--- config.mk ---
export PLATFORM = sky130hd
export DESIGN_NAME = tmr_gated
export DESIGN_NICKNAME = d
export VERILOG_FILES = /design/src/rtl/tmr_pkg.sv /design/src/rtl/tmr_sync.sv /design/src/rtl/tmr_stage.sv /design/src/rtl/tmr_regs.sv /design/src/rtl/tmr_gated.sv
export SDC_FILE = /design/constraint.sdc
export NUM_CORES = 1
export LEC_CHECK = 0
export BUFFER_PORTS_ARGS = -buffer_cell sky130_fd_sc_hd__buf_2
export CORE_MARGIN = 2
export CORE_UTILIZATION = 43
export CTS_CLUSTER_DIAMETER = 100
export CTS_CLUSTER_SIZE = 24
export DETAILED_ROUTE_END_ITERATION = 7
export GPL_ROUTABILITY_DRIVEN = 0
export GPL_TIMING_DRIVEN = 0
export PLACE_DENSITY = 0.73
export SETUP_SLACK_MARGIN = 0.05
export SLEW_MARGIN = 20
export SYNTH_ARGS = -nofsm -noshare
export SYNTH_HDL_FRONTEND = slang
export SYNTH_SLANG_ARGS = --single-unit
--- constraint.sdc ---
create_clock -name clk -period 2.3 [get_ports clk]
set_clock_uncertainty 0.1 [all_clocks]
set_input_delay 0.345 -clock clk [delete_from_list [all_inputs] [get_ports clk]]
set_output_delay 0.345 -clock clk [all_outputs]
set_load 0.02 [all_outputs]
--- src/rtl/tmr_pkg.sv ---
package tmr_pkg;
  localparam int DATA_W = 16;
  localparam int ADDR_W = 3;
  localparam int NCH    = 3;

  localparam logic [ADDR_W-1:0] ADR_CTRL   = 3'd0;
  localparam logic [ADDR_W-1:0] ADR_PRE_RL = 3'd1;
  localparam logic [ADDR_W-1:0] ADR_CNT_RL = 3'd2;
  localparam logic [ADDR_W-1:0] ADR_STAT   = 3'd3;
  localparam logic [ADDR_W-1:0] ADR_CNT    = 3'd4;
  localparam logic [ADDR_W-1:0] ADR_PRE    = 3'd5;

  // control word, bit 15 first
  typedef struct packed {
    logic       ch2_en;
    logic [2:0] ch2_mode;
    logic       ch1_en;
    logic [2:0] ch1_mode;
    logic       ch0_en;
    logic [2:0] ch0_mode;
    logic       ovf_en;
    logic       gate_en;
    logic       ext_src;
    logic       run;
  } ctrl_t;
endpackage

--- src/rtl/tmr_sync.sv ---
module tmr_sync #(
  parameter int W      = 2,
  parameter int STAGES = 2
) (
  input  logic         clk,
  input  logic         rst_n,
  input  logic [W-1:0] d,
  output logic [W-1:0] q
);
  logic [STAGES-1:0][W-1:0] pipe;

  generate
    if (STAGES == 1) begin : g_single
      always_ff @(posedge clk or negedge rst_n) begin
        if (!rst_n) pipe <= '0;
        else        pipe <= d;
      end
    end else begin : g_chain
      always_ff @(posedge clk or negedge rst_n) begin
        if (!rst_n) pipe <= '0;
        else        pipe <= {pipe[STAGES-2:0], d};
      end
    end
  endgenerate

  assign q = pipe[STAGES-1];
endmodule

--- src/rtl/tmr_stage.sv ---
module tmr_stage #(
  parameter int W = 8
) (
  input  logic         clk,
  input  logic         rst_n,
  input  logic         load,
  input  logic         step,
  input  logic [W-1:0] reload,
  output logic [W-1:0] value,
  output logic         wrap
);
  localparam logic [W-1:0] TOP = '1;

  logic at_top;
  assign at_top = (value == TOP);
  assign wrap   = step & ~load & at_top;

  always_ff @(posedge clk or negedge rst_n) begin
    if (!rst_n)      value <= '0;
    else if (load)   value <= reload;
    else if (step)   value <= at_top ? reload : value + 1'b1;
  end
endmodule

--- src/rtl/tmr_regs.sv ---
module tmr_regs
  import tmr_pkg::*;
#(
  parameter int PRE_W = 8,
  parameter int CNT_W = 16
) (
  input  logic              clk,
  input  logic              rst_n,
  input  logic              we,
  input  logic [ADDR_W-1:0] addr,
  input  logic [DATA_W-1:0] wdata,
  input  logic              ovf_set,
  input  logic [NCH-1:0]    ch_evt,
  input  logic [CNT_W-1:0]  cnt_val,
  input  logic [PRE_W-1:0]  pre_val,
  output logic [DATA_W-1:0] rdata,
  output ctrl_t             ctrl,
  output logic [PRE_W-1:0]  pre_rl,
  output logic [CNT_W-1:0]  cnt_rl,
  output logic              ovf_flag,
  output logic              irq_ovf,
  output logic [NCH-1:0]    irq_ch
);
  localparam int PRE_PAD = DATA_W - PRE_W;
  localparam int CNT_PAD = DATA_W - CNT_W;
  localparam int STAT_PAD = DATA_W - NCH - 1;

  logic wr_ctrl, wr_pre, wr_cnt, wr_stat;
  assign wr_ctrl = we && (addr == ADR_CTRL);
  assign wr_pre  = we && (addr == ADR_PRE_RL);
  assign wr_cnt  = we && (addr == ADR_CNT_RL);
  assign wr_stat = we && (addr == ADR_STAT);

  always_ff @(posedge clk or negedge rst_n) begin
    if (!rst_n) begin
      ctrl   <= '0;
      pre_rl <= '0;
      cnt_rl <= '0;
    end else begin
      if (wr_ctrl) ctrl   <= ctrl_t'(wdata);
      if (wr_pre)  pre_rl <= wdata[PRE_W-1:0];
      if (wr_cnt)  cnt_rl <= wdata[CNT_W-1:0];
    end
  end

  // sticky overflow flag: a set in the same cycle wins over a clear
  always_ff @(posedge clk or negedge rst_n) begin
    if (!rst_n)                      ovf_flag <= 1'b0;
    else if (ovf_set)                ovf_flag <= 1'b1;
    else if (wr_stat && wdata[0])    ovf_flag <= 1'b0;
  end

  logic [NCH-1:0] ch_flag;
  logic [NCH-1:0] ch_en;
  assign ch_en = {ctrl.ch2_en, ctrl.ch1_en, ctrl.ch0_en};

  generate
    for (genvar n = 0; n < NCH; n++) begin : g_ch
      always_ff @(posedge clk or negedge rst_n) begin
        if (!rst_n)                       ch_flag[n] <= 1'b0;
        else if (ch_evt[n])               ch_flag[n] <= 1'b1;
        else if (wr_stat && wdata[n+1])   ch_flag[n] <= 1'b0;
      end
      assign irq_ch[n] = ch_flag[n] & ch_en[n];
    end
  endgenerate

  assign irq_ovf = ovf_flag & ctrl.ovf_en;

  always_comb begin
    unique case (addr)
      ADR_CTRL:   rdata = DATA_W'(ctrl);
      ADR_PRE_RL: rdata = {{PRE_PAD{1'b0}}, pre_rl};
      ADR_CNT_RL: rdata = {{CNT_PAD{1'b0}}, cnt_rl};
      ADR_STAT:   rdata = {{STAT_PAD{1'b0}}, ch_flag, ovf_flag};
      ADR_CNT:    rdata = {{CNT_PAD{1'b0}}, cnt_val};
      ADR_PRE:    rdata = {{PRE_PAD{1'b0}}, pre_val};
      default:    rdata = '0;
    endcase
  end
endmodule

--- src/rtl/tmr_gated.sv ---
module tmr_gated
  import tmr_pkg::*;
#(
  parameter int PRE_W       = 8,
  parameter int CNT_W       = 16,
  parameter int SYNC_STAGES = 2
) (
  input  logic              clk,
  input  logic              rst_n,
  input  logic              reg_we,
  input  logic [ADDR_W-1:0] reg_addr,
  input  logic [DATA_W-1:0] reg_wdata,
  output logic [DATA_W-1:0] reg_rdata,
  input  logic              ext_clk,
  input  logic              gate_in,
  input  logic [NCH-1:0]    ch_evt,
  output logic              irq_ovf,
  output logic [NCH-1:0]    irq_ch
);
  ctrl_t            ctrl_q;
  logic [PRE_W-1:0] pre_rl, pre_val;
  logic [CNT_W-1:0] cnt_rl, cnt_val;
  logic             ovf_flag;
  logic             pre_wrap, cnt_wrap;

  // pin synchronizers: bit 1 gate, bit 0 external clock
  logic [1:0] pins_s;
  tmr_sync #(.W(2), .STAGES(SYNC_STAGES)) u_sync (
    .clk(clk), .rst_n(rst_n), .d({gate_in, ext_clk}), .q(pins_s)
  );

  logic ext_s, gate_s, ext_d, run_d;
  assign ext_s  = pins_s[0];
  assign gate_s = pins_s[1];

  always_ff @(posedge clk or negedge rst_n) begin
    if (!rst_n) begin
      ext_d <= 1'b0;
      run_d <= 1'b0;
    end else begin
      ext_d <= ext_s;
      run_d <= ctrl_q.run;
    end
  end

  logic ext_rise, load, src_evt, step;
  assign ext_rise = ext_s & ~ext_d;
  assign load     = ctrl_q.run & ~run_d;
  assign src_evt  = ctrl_q.ext_src ? ext_rise : 1'b1;
  assign step     = ctrl_q.run & src_evt & (~ctrl_q.gate_en | gate_s);

  tmr_stage #(.W(PRE_W)) u_pre (
    .clk(clk), .rst_n(rst_n), .load(load), .step(step),
    .reload(pre_rl), .value(pre_val), .wrap(pre_wrap)
  );

  tmr_stage #(.W(CNT_W)) u_cnt (
    .clk(clk), .rst_n(rst_n), .load(load), .step(pre_wrap),
    .reload(cnt_rl), .value(cnt_val), .wrap(cnt_wrap)
  );

  tmr_regs #(.PRE_W(PRE_W), .CNT_W(CNT_W)) u_regs (
    .clk(clk), .rst_n(rst_n),
    .we(reg_we), .addr(reg_addr), .wdata(reg_wdata),
    .ovf_set(cnt_wrap), .ch_evt(ch_evt),
    .cnt_val(cnt_val), .pre_val(pre_val),
    .rdata(reg_rdata), .ctrl(ctrl_q),
    .pre_rl(pre_rl), .cnt_rl(cnt_rl),
    .ovf_flag(ovf_flag), .irq_ovf(irq_ovf), .irq_ch(irq_ch)
  );
endmodule

==> flow_summary.toml, run 1 <==
[placement]
placed_cell_area_sq_um = 4417
port_buffers = 45
hpwlAfterDp_microns = 7741

[sta]
worst_pin_slew_ns = 0.7440
hold_violations = 0
max_slew_margin = 0.5021
whs_ns = 0.06701
min_period_ns = 2.172
fin_crit_sh = 0.9445
fmax_ghz = 0.4603
finalMaxSlewViolations = 0
rsz0062_at_grt = "false"
setup_viol_count_final = 0

[floorplanning]
die_area_sq_um = 10160
initial_core_util = 0.4402
boundaryPins = 47
die_y_microns = 100.8
fp.dieW_microns = 100.8
core_region_area_sq_um = 9153
num_rows = 35

[setup_path]
r2r_setup_slack_ns = 0.13
worst-path-buf-inv = 0
path_cells = "nand3_1, or4_4, o21ai_4, o21ai_1, a211o_1"
slowest_stage = "or4_4"
cp.arrival_ns = 2.31
crit_type = "register to register"
critPathCaptureType = "register"
max_stage_delay_ns = 0.60
required_ns = 2.44
cp_max_fo = 7
start_kind = "register"
cp_top_family = "simple AND/OR/NAND/NOR gates"

[route]
firstDrtPassIters = 6
wl_microns = 10950
drtIter0Drc = 375
drc_errors = 0
wire_per_inst_microns = 18.53
vias_per_cell = 6.017
ant_nets = 0
vias = 3556

[clocking]
htree_levels = 3
cts_tree = "built"
clock_latency_ns = 0.35
cts_buffer_depth = 2
clock_sinks = 74
clk_pin_slew_ns = 0.07
cts_made_buffers = 9
cts-root-buf = "clkbuf_8"

[synth]
netlist_instances = 408
synth_top_area_share = 0.4596
syn_nets = 437
synth_top_cell_by_area = "dfrtp_1"
synthFlopType = "dfrtp_1"
synth_seq_cells = 74
synth_warnings = 0
synth.area.top_cells = "dfrtp_1 (46%), mux2_2 (12%), nor2_1 (4.4%), a21oi_1 (4.3%), mux2i_1 (4.2%)"
yosysUniqueCellTypes = 52
synth_edf_count = 0
ys_seq_area_frac = 0.4596
ys_async_sr_fraction = 1.000
syn_avg_cell_area_sq_um = 9.875
syn_area_sq_um = 4029

[global_route]
grt_max_degree = 41
globalRouteTotalUtil = 0.2215
grt_pass1_wl_microns = 17220
grt_pass1_vias = 3343
grt-ovfl-total = 0
antenna_found_initial = 0

[final_layout]
final_nets = 505
drive_gt1_frac = 0.3063
syn_to_final_growth_pct = 19.41
fin_area_sq_um = 4811
n_antenna_cell = 0

[min_path]
hold_path.class = "primary input to register"

[power_and_ir_drop]
p_total_uw = 4780
vdd_drop_max_mv = 0.4995
leakage_uw = 0.002091
p_per_area_nw_per_um2 = 993.5

[run]
drv_cap = 0

[status]
status = "complete, no violations"
kinds of logic (layout without fill, tap and decap cells):
logic type               count (synthesis)  count (layout)  share of synthesized area
AO/OA/AOI/OAI                           99              99                     0.1562
adder cells (fa/ha/maj)                  2               2                   0.006210
buffers and inverters                   27              99                    0.02608
flip-flops                              74              74                     0.4596
multiplexers                            62              62                     0.1764
AND/OR/NAND/NOR                        144             144                     0.1755
sequential cells by signal, indices dropped and copies added (netlist names):
register and count:
ext_d 1, run_d 1, u_cnt.value 16, u_pre.value 8
u_regs.ch_flag 3, u_regs.cnt_rl 16, u_regs.ctrl 16, u_regs.ovf_flag 1
u_regs.pre_rl 8, u_sync.pipe 2, u_sync.q 2
metal layers:
layer  GRT usage  wire, microns
met5           0              0
met4      0.1075            307
met3     0.02705            765
met1      0.3177           4831
met2      0.3333           5048
final timing paths:
check	startpoint	end	cells past startpoint
setup / recovery	u_cnt.value[7]	u_cnt.value[7]	5
hold / removal	ch_evt[2]	u_regs.ch_flag[2]	2
setup reg to reg	u_cnt.value[7]	u_cnt.value[7]	5
hold reg to reg	u_sync.pipe[0]	u_sync.q[0]	0
max in group asynchronous	rst_n	u_cnt.value[0]	3
min in group asynchronous	rst_n	u_regs.ctrl[11]	2
per-stage QoR:
step | util | cells | TNS [ns] | setup WS, ns
4_1_cts | 0.5122 | 586 | 0 | 0.03998
6_report | 0.5256 | 591 | 0 | 0.1276
3_5_place_dp | 0.4826 | 565 | -9.012 | -0.3568
3_3_place_gp | 0.4801 | 564 | -7.864 | -0.3458
2_1_floorplan | - | 408 | 0 | 0.1897
5_1_grt | 0.5256 | 591 | 0 | 0.06163
power breakdown:
| group | switching (uW) | internal, uW |
|---|---|---|
| combinational | 842 | 756 |
| clock | 481 | 505 |
| sequential | 517 | 1680 |
worst register-to-register path, cell delays in order (launching register included):
cell,delay (ns)
dfrtp_1,0.48
nand3_1,0.27
or4_4,0.61
o21ai_4,0.24
o21ai_1,0.08
a211o_1,0.29
repair_timing:
action,4_1_cts,5_1_grt
hold endpoints to repair,36,0
hold buffers,3,0
pin swaps,1,3
endpoints found under the setup margin,37,33
gates resized for setup,10,25
buffers inserted,3,6
layout make-up:
cell class	count	area, sq um
Buffer	18	87.58
Clock buffer	14	182.7
Clock inverter	1	7.507
Fill cell	842	4342
Inverter	8	30.03
Multi-Input combinational cell	307	2161
Sequential cell	74	1854
Tap cell	111	138.9
Timing Repair Buffer	58	349.1
cell usage after synthesis, types with 5 or more instances:
cell      number
dfrtp_1       74
nor2_1        47
mux2_2        42
a21oi_1       35
nand2_1       31
o21ai_0       20
mux2i_1       17
nand3_1       16
and3_1        13
clkbuf_1      12
a211oi_1       8
inv_1          8
and2_1         7
a31oi_1        6
nor3_1         5
layout by cell type (no fill, tap or decap), types with 6 or more instances in the layout:
master     n
a211oi_1   8
a21oi_1   34
and2_1     6
and3_1    13
buf_2     49
buf_4     10
clkbuf_2   8
clkbuf_8  13
dfrtp_1   72
inv_1      8
mux2_2    42
mux2i_1   17
nand2_1   30
nand3_1   14
nor2_1    45
o21ai_0   20
(Power assumes the default switching activity.)
==> inputs of run 2 (changes only) <==
Settings changed: BUFFER_PORTS_ARGS -buffer_cell sky130_fd_sc_hd__buf_2 to default, DONT_BUFFER_PORTS from default to 1, PLACE_DENSITY 0.73 to 0.69.
==> run 2 against run 1 <==
Via count is 6.5% lower; maximum frequency grew 1.8%; sequential cell count stayed put; first-iteration DRC count down 18%; utilization shrank 2.6 points; critical path depth is 1 higher; hold slack worse by 0.033 ns; routed wire length decreased by 0.74%; register-to-register slack better by 0.04 ns; largest cell class unchanged.
==> flow_summary.toml, run 2 (synthesis gave the netlist of run 1 again) <==
[status]
status = "complete, no violations"

[sta]
fin_ws_ns = 0.1653
hold_violations = 0
rsz0062_at_grt = "false"
worst_pin_slew_ns = 0.8291
min_period_ns = 2.135
fin_crit_sh = 0.9281
finalMaxSlewViolations = 0
max_slew_margin = 0.4452
setup_viol_count_final = 0
finalSetupTns_ns = 0
fmax_ghz = 0.4685

[final_layout]
final_common_cell = "dfrtp_1"
reg.largest.list = "u_cnt.value x16, u_regs.cnt_rl x16, u_regs.ctrl x16"
drive_gt1_frac = 0.2207
syn_to_final_growth_pct = 13.54
n_antenna_cell = 0
final_nets = 459
mostFrequentLayoutCells = "dfrtp_1 (73), nor2_1 (44), mux2_2 (42)"

[floorplanning]
num_rows = 35
die_area_sq_um = 10160
boundaryPins = 47
initial_core_util = 0.4402
fp.dieW_microns = 100.8
core_region_area_sq_um = 9153
die_y_microns = 100.8

[setup_path]
cp.arrival_ns = 2.27
path_cells = "ha_1, nand3_2, or4_4, o21ai_4, o21ai_1, a211o_1"
cp_max_fo = 5
worst-path-buf-inv = 0
max_stage_delay_ns = 0.51
crit_type = "register to register"
critPathCaptureType = "register"
slowest_stage = "or4_4"
required_ns = 2.44
start_kind = "register"
cp_top_family = "simple AND/OR/NAND/NOR gates"

[clocking]
htree_levels = 3
clock_sinks = 74
cts_made_buffers = 9
cts_buffer_depth = 2
clk_pin_slew_ns = 0.08
clock_latency_ns = 0.35
cts_tree = "built"
cts-root-buf = "clkbuf_8"

[power_and_ir_drop]
vdd_drop_max_mv = 0.5177
p_per_area_nw_per_um2 = 1014
leakage_uw = 0.001885

[route]
vias = 3325
drc_errors = 0
route.met2.wl_microns = 4884
topRoutingLayerUsed = "met4"
wl_microns = 10870
m1WireLength_microns = 4823
firstDrtPassIters = 5
wire_per_inst_microns = 19.91
wl_met3_microns = 807
drtIter0Drc = 309
ant_nets = 0
vias_per_cell = 6.090

[global_route]
antenna_found_initial = 0
grt-ovfl-total = 0
globalRouteTotalUtil = 0.2260
grt_pass1_vias = 3208
grt_pass1_wl_microns = 17470
grt_max_degree = 75

[min_path]
hold_path.class = "primary input to register"

[run]
drv_cap = 0

[placement]
hpwlAfterDp_microns = 7756
place_ws_ns = -0.3970
port_buffers = 0
[run 2: cell types whose count changed in the layout (fill, tap and decap cells not counted), moves of 3 or more]
cell	delta
o21ai_0	-3
dlygate4sd3_1	+3
clkbuf_8	-3
buf_4	-4
buf_2	-45
o21ai_1	+3
[run 2: final timing paths]
| kind | from | to | slack (ns) | cells after the start |
|---|---|---|---|---|
| worst max-delay path | u_cnt.value[1] | u_cnt.value[7] | 0.17 | 6 |
| worst min-delay path | reg_wdata[13] | u_regs.ctrl[13] | 0.03 | 1 |
| worst max register to register | u_cnt.value[1] | u_cnt.value[7] | 0.17 | 6 |
| worst min register to register | u_sync.pipe[0] | u_sync.q[0] | 0.25 | 0 |
| max in group asynchronous | rst_n | u_regs.cnt_rl[10] | 1.36 | 2 |
| min in group asynchronous | rst_n | u_regs.cnt_rl[8] | 0.40 | 2 |
[run 2: cell type report]
cell class	instances	area [sq um]
Buffer	18	83.83
Fill cell	822	4578
Clock inverter	6	63.81
Inverter	8	30.03
Timing Repair Buffer	12	125.1
Tap cell	111	138.9
Sequential cell	74	1853
Clock buffer	10	137.6
Multi-Input combinational cell	307	2142
[run 2: layer usage]
| metal | GRT usage | vias up |
|---|---|---|
| met5 | 0 | - |
| met4 | 0.1117 | 0 |
| met3 | 0.05340 | 25 |
| met2 | 0.3236 | 140 |
| met1 | 0.3214 | 1622 |
| li1 | - | 1538 |
[run 2: per-stage QoR]
stage	cells	area, sq um	hold slack, ns	util	total power, uW
4_1_cts	545	4514	0.02613	0.4932	4552
3_5_place_dp	519	4169	-0.04855	0.4555	3471
3_3_place_gp	519	4169	-0.04823	0.4555	3424
6_report	546	4574	0.03446	0.4998	4637
2_1_floorplan	408	4030	-0.05059	-	3090
5_1_grt	546	4574	0.02653	0.4998	4912
[run 2: what timing repair did]
| item | 4_1_cts | 5_1_grt |
|---|---|---|
| endpoints found under the hold margin | 79 | 0 |
| resized for setup | 13 | 16 |
| pin swaps | 1 | 1 |
| hold buffers | 7 | 0 |
| setup buffers | 3 | 2 |
| setup endpoints to repair | 38 | 30 |
[run 2: power breakdown]
part           internal, uW  switching [uW]  leakage, uW
registers              1680             507     0.000870
clock network           530             502    0.0000987
logic                   637             784     0.000917
total                  2840            1790      0.00189
